--- src/rtl/fpsr_pkg.sv ---
package fpsr_pkg;
  localparam int REG_W   = 32;
  localparam int FLAG_N  = 5;
  localparam int MASK_W  = 5;
  localparam int TGT_W   = 3;
  localparam int REL_W   = 2;
  localparam int RND_W   = 2;
  localparam int FLAG_LSB = REG_W - FLAG_N;  // sticky flags occupy the top bits
  localparam int RND_LSB  = 9;
  localparam int FTZ_BIT  = 5;
  localparam int ENA_LSB  = 0;
  localparam int Q_HEAD   = 26;             // most recent compare outcome
  localparam int Q_TOP    = 21;             // first queue slot / first target bit
  localparam int Q_LOW    = 11;             // last queue slot
  localparam int Q_LEN    = Q_TOP - Q_LOW;  // slots that shift down
  localparam int TGT_N    = 1 << TGT_W;

  typedef enum logic [REL_W-1:0] {
    REL_GT = 2'd0,
    REL_LT = 2'd1,
    REL_EQ = 2'd2,
    REL_UN = 2'd3
  } relT;

  typedef struct packed {
    logic load;
    logic mergeFlags;
    logic cmpWrite;
    logic cmpQueued;
    logic outcome;
  } strobeT;
endpackage

--- src/rtl/fpsr_ctrl.sv ---
module fpsr_ctrl
  import fpsr_pkg::*;
(
  input  logic              clk,
  input  logic              rstN,
  input  logic              swWrEn,
  input  logic              opDone,
  input  logic [FLAG_N-1:0] opFlags,
  input  logic              cmpDone,
  input  logic [REL_W-1:0]  cmpRel,
  input  logic [MASK_W-1:0] cmpMask,
  input  logic [TGT_W-1:0]  cmpTarget,
  input  logic [FLAG_N-1:0] enables,
  output strobeT            strobes,
  output logic              cmpSignaling,
  output logic              trapPulse
);
  logic pickedOutcome;
  logic trapNow;

  always_comb begin
    unique case (relT'(cmpRel))
      REL_GT:  pickedOutcome = cmpMask[4];
      REL_LT:  pickedOutcome = cmpMask[3];
      REL_EQ:  pickedOutcome = cmpMask[2];
      default: pickedOutcome = cmpMask[1];
    endcase
  end

  always_comb begin
    strobes.load       = swWrEn;
    strobes.mergeFlags = !swWrEn && opDone && (opFlags != '0);
    strobes.cmpWrite   = !swWrEn && cmpDone;
    strobes.cmpQueued  = (cmpTarget == '0);
    strobes.outcome    = pickedOutcome;
  end

  assign trapNow      = strobes.mergeFlags && ((opFlags & enables) != '0);
  assign cmpSignaling = cmpMask[0];

  always_ff @(posedge clk) begin
    if (!rstN) trapPulse <= 1'b0;
    else       trapPulse <= trapNow;
  end
endmodule

--- src/rtl/fpsr_datapath.sv ---
module fpsr_datapath
  import fpsr_pkg::*;
(
  input  logic              clk,
  input  logic              rstN,
  input  strobeT            strobes,
  input  logic [REG_W-1:0]  swWrData,
  input  logic [FLAG_N-1:0] opFlags,
  input  logic [TGT_W-1:0]  cmpTarget,
  output logic [REG_W-1:0]  statusReg,
  output logic [FLAG_N-1:0] enables,
  output logic [RND_W-1:0]  roundMode,
  output logic              flushZero
);
  logic [REG_W-1:0] afterFlags;
  logic [REG_W-1:0] afterCmp;
  logic [REG_W-1:0] nextReg;
  logic [TGT_N-1:0] tgtHit;

  // one decoder line per targeted condition bit
  for (genvar t = 0; t < TGT_N; t++) begin : g_tgt
    assign tgtHit[t] = (cmpTarget == TGT_W'(t));
  end

  always_comb begin
    afterFlags = statusReg;
    if (strobes.mergeFlags)
      afterFlags[FLAG_LSB +: FLAG_N] = statusReg[FLAG_LSB +: FLAG_N] | opFlags;
  end

  always_comb begin
    afterCmp = afterFlags;
    if (strobes.cmpWrite) begin
      if (strobes.cmpQueued) begin
        afterCmp[Q_LOW +: Q_LEN] = afterFlags[Q_LOW+1 +: Q_LEN];
        afterCmp[Q_TOP]          = afterFlags[Q_HEAD];
        afterCmp[Q_HEAD]         = strobes.outcome;
      end else begin
        for (int t = 1; t < TGT_N; t++)
          if (tgtHit[t]) afterCmp[Q_TOP + 1 - t] = strobes.outcome;
      end
    end
  end

  assign nextReg = strobes.load ? swWrData : afterCmp;

  always_ff @(posedge clk) begin
    if (!rstN) statusReg <= '0;
    else       statusReg <= nextReg;
  end

  assign enables   = statusReg[ENA_LSB +: FLAG_N];
  assign roundMode = statusReg[RND_LSB +: RND_W];
  assign flushZero = statusReg[FTZ_BIT];
endmodule

--- src/rtl/fpsr_unit.sv ---
module fpsr_unit
  import fpsr_pkg::*;
(
  input  logic              clk,
  input  logic              rstN,
  input  logic              swWrEn,
  input  logic [REG_W-1:0]  swWrData,
  input  logic              opDone,
  input  logic [FLAG_N-1:0] opFlags,
  input  logic              cmpDone,
  input  logic [REL_W-1:0]  cmpRel,
  input  logic [MASK_W-1:0] cmpMask,
  input  logic [TGT_W-1:0]  cmpTarget,
  output logic [REG_W-1:0]  statusReg,
  output logic [RND_W-1:0]  roundMode,
  output logic              flushZero,
  output logic              cmpSignaling,
  output logic              trapPulse
);
  strobeT            strobes;
  logic [FLAG_N-1:0] enables;

  fpsr_ctrl u_ctrl (
    .clk(clk), .rstN(rstN), .swWrEn(swWrEn), .opDone(opDone), .opFlags(opFlags),
    .cmpDone(cmpDone), .cmpRel(cmpRel), .cmpMask(cmpMask), .cmpTarget(cmpTarget),
    .enables(enables), .strobes(strobes), .cmpSignaling(cmpSignaling),
    .trapPulse(trapPulse)
  );

  fpsr_datapath u_dp (
    .clk(clk), .rstN(rstN), .strobes(strobes), .swWrData(swWrData),
    .opFlags(opFlags), .cmpTarget(cmpTarget), .statusReg(statusReg),
    .enables(enables), .roundMode(roundMode), .flushZero(flushZero)
  );
endmodule

--- config.mk ---
export PLATFORM = sky130hd
export DESIGN_NAME = fpsr_unit
export DESIGN_NICKNAME = d
export VERILOG_FILES = /design/src/rtl/fpsr_pkg.sv /design/src/rtl/fpsr_ctrl.sv /design/src/rtl/fpsr_datapath.sv /design/src/rtl/fpsr_unit.sv
export SDC_FILE = /design/constraint.sdc
export NUM_CORES = 1
export LEC_CHECK = 0
export ABC_AREA = 1
export BUFFER_PORTS_ARGS = -buffer_cell sky130_fd_sc_hd__buf_4
export CELL_PAD_IN_SITES_DETAIL_PLACEMENT = 2
export CELL_PAD_IN_SITES_GLOBAL_PLACEMENT = 2
export CORE_AREA = 4 4 90 101
export DETAILED_ROUTE_END_ITERATION = 10
export DIE_AREA = 0 0 94 105
export HOLD_SLACK_MARGIN = 0.1
export PLACE_DENSITY = 0.85
export SYNTH_ARGS = -nofsm -noshare
export SYNTH_HDL_FRONTEND = slang
export SYNTH_HIERARCHICAL = 1
export SYNTH_SLANG_ARGS = --single-unit
--- constraint.sdc ---
create_clock -name clk -period 1.52 [get_ports clk]
set_input_delay 0.228 -clock clk [delete_from_list [all_inputs] [get_ports clk]]
set_output_delay 0.228 -clock clk [all_outputs]
set_load 0.05 [all_outputs]
==> run metrics <==
Sum Neg Setup Slack=0 ns; total power per unit cell area=983 nW/um^2; Async SR Flop Fraction=0%; total number of vias=2029; total of endpoints with negative setup slack in the final report=0; Worst path max stage delay=0.20 ns; worst-margin pin slew=0.397 ns; IO Port Bufs=86; DR pass1 iterations=4; Max VDD drop=0.343 mV; post-CTS setup buffer count=0; fmax=853 MHz; post-layout power=2480 uW; total routed wirelength=6670 um; Synthesis Warnings=6; portion of the clock cycle consumed by the worst path in the final layout=77.1%; required time reported for the critical path endpoint=1.69 ns; width of the chip=94 um; EDFF count, synth=0; initial antenna violation count=0; static leakage power=0.00130 uW; pin count of the biggest net entering global routing=34; number of DRC markers after the initial detailed-route iteration=54; DP Worst Slack=0.0374 ns; status=completed; final setup margin=0.348 ns; RSZ-0062 raised after global routing=false; die span in y=105 um; CTS resizes=0; Starting Density=21.3%; clock transition at the registers of the reported paths=0.07 ns; primary flip-flop cell chosen by synthesis mapping=sky130_fd_sc_hd__dfxtp_1; leading cell types by total area after synthesis=sky130_fd_sc_hd__dfxtp_1 (38%), sky130_fd_sc_hd__nand2_1 (18%), sky130_fd_sc_hd__nor2_1 (13%); fraction of the yosys area taken by sequential cells=38.2%; final-layout fill cell count=1023; r2r endpoint=u_dp/statusReg[18]; number of global-route vias before repair=2287; kind of start point of the critical path=input pin; max-capacitance violation count=0; critical path's most frequent cell=sky130_fd_sc_hd__nand2_1; number of hold violations in the final report=0; # H-tree levels=2; share of final-layout standard cells stronger than drive strength 1=29.0%; clock period minus worst slack=1.17 ns; CTS tree=built; reg2reg path depth=6; Critical Setup Path Class=in -> reg; FF+latch count, synth=33; Hold EP=u_dp/statusReg[3]; total DRC errors in the routed layout=0; clock tree root driver cell=sky130_fd_sc_hd__clkbuf_8; Total Die Area=9870 um^2; Post-CTS Hold Buffers=0; number of library cell types mapped by synthesis=17; net total in the final layout=406; vias per std cell=4.35; global-route usage over all layers=13.9%; clock sinks=33; Post-Synthesis Cells=279; source-to-sink clock delay at the later pin of the worst-skew pair=0.28 ns; sum of overflow across all layers after global routing=0; worst rel slew slack=73.5%; global-route wire length before repair=11000 um; Crit Reg-Reg Startpoint=u_dp/statusReg[19]; routability congestion estimate from global placement=0.772; HP Class=in -> reg; ordered list of cells on the worst path=buf_4, nor3_1, buf_4, inv_1, nand2_1, nand2_1, nand2_1, nand2_1, nor2_1, nor2_1; Area growth syn-to-layout=45.6%; num rows=35; WHS Path Cells=3; core box area=8150 um^2; average wire per cell in the routed design=14.3 um; worst hold path startpoint=swWrData[3]; most frequent cells in the layout=sky130_fd_sc_hd__buf_4 (92), sky130_fd_sc_hd__nand2_1 (81), sky130_fd_sc_hd__nor2_1 (61); I/O pins=89; Synth Cell Area=1730 um^2; share of the synthesized area in the top cell type=38.2%; cell taking the most area after synthesis=sky130_fd_sc_hd__dfxtp_1; Inserted Clock Buffers=5; crit path DAT=1.35 ns; mean post-synth cell area=6.21 um^2; net count after synthesis=331; Post-Route Skew=0.00490 ns; Crit Path Max Fanout=10; deepest clock path buffer count=2; ANT nets after route=0; Final Slew Violations=0; Crit. End Element=flip-flop; final HPWL from detailed placement=5420 um; most common cell after layout, fill and taps aside=sky130_fd_sc_hd__buf_4; Worst path slowest cell=sky130_fd_sc_hd__nor3_1; antenna diode count=0; slack of the worst reg-to-reg path=0.69 ns
==> critical path: cells and delay by family <==
kind / cells / cell delay [ns]
simple gates: 7 / 0.72
buf+inv: 3 / 0.39
==> routing by layer <==
metal / routed length (um) / GRT usage (%) / up-vias
met5: 0 / 0 / -
met3: 493 / 4.61 / 6
met1: 2700 / 15.3 / 957
li1: - / - / 1005
met2: 3430 / 25.5 / 61
met4: 48 / 3.10 / 0
==> power breakdown <==
group	internal, uW	leakage [uW]	total (uW)	switching (uW)
registers	932	0.000274	981	49.4
logic	264	0.000976	756	492
clock network	410	0.0000542	740	331
total	1610	0.00130	2480	872
==> area by class of cell <==
class	instances	area [um^2]	area share, %
flip-flops and latches	33	661	26.2
clock inverters	1	5.00	0.199
multi-input cells	203	858	34.0
well taps	111	139	5.51
inverters	19	71.3	2.83
repair buffers	92	691	27.4
clock buffers	7	96.3	3.82
==> cell families (layout without fill, tap and decap cells) <==
| family | after synthesis | count (layout) | synth area share, % |
|---|---|---|---|
| AOI/OAI and AO/OA | 40 | 40 | 12.0 |
| and+or+nand+nor | 161 | 161 | 36.4 |
| muxes | 2 | 2 | 1.16 |
| DFF | 33 | 33 | 38.2 |
| buffers and inverters | 43 | 119 | 12.3 |
==> Yosys cell counts (2+ instances only) <==
| cell type | count |
|---|---|
| sky130_fd_sc_hd__clkbuf_1 | 7 |
| sky130_fd_sc_hd__o21ai_0 | 25 |
| sky130_fd_sc_hd__o21ai_1 | 4 |
| sky130_fd_sc_hd__nor2_2 | 2 |
| sky130_fd_sc_hd__buf_2 | 5 |
| sky130_fd_sc_hd__nand3_1 | 16 |
| sky130_fd_sc_hd__nand2_1 | 81 |
| sky130_fd_sc_hd__inv_1 | 18 |
| sky130_fd_sc_hd__a21oi_1 | 9 |
| sky130_fd_sc_hd__mux2i_1 | 2 |
| sky130_fd_sc_hd__nor2_1 | 61 |
| sky130_fd_sc_hd__dfxtp_1 | 33 |
| sky130_fd_sc_hd__buf_4 | 12 |
==> state kept, by name (all words and copies together) (netlist names) <==
register and flops:
u_dp/statusReg 32, u_ctrl/trapPulse 1
==> worst max-delay path by stage <==
stage | from | to | slack (ns) | cells after the start
3_3_place_gp | cmpTarget[1] | u_dp/statusReg[15] | 0.13 | 10
5_1_grt | cmpTarget[1] | u_dp/statusReg[15] | 0.20 | 10
3_5_place_dp | cmpTarget[1] | u_dp/statusReg[20] | 0.04 | 10
2_1_floorplan | cmpTarget[1] | u_dp/statusReg[13] | 0.36 | 7
6_report | cmpTarget[1] | u_dp/statusReg[15] | 0.35 | 10
4_1_cts | cmpTarget[1] | u_dp/statusReg[20] | 0.34 | 10
==> metrics by stage <==
stage	cell area (um^2)	instances	hold WS [ns]	utilization, %
3_3_place_gp	2420	458	0.450	29.7
4_1_cts	2520	466	0.153	31.0
5_1_grt	2520	466	0.157	31.0
2_1_floorplan	1730	279	0.362	-
6_report	2520	466	0.166	31.0
3_5_place_dp	2420	458	0.457	29.7
No activity file was read; power rests on OpenSTA's default activity.
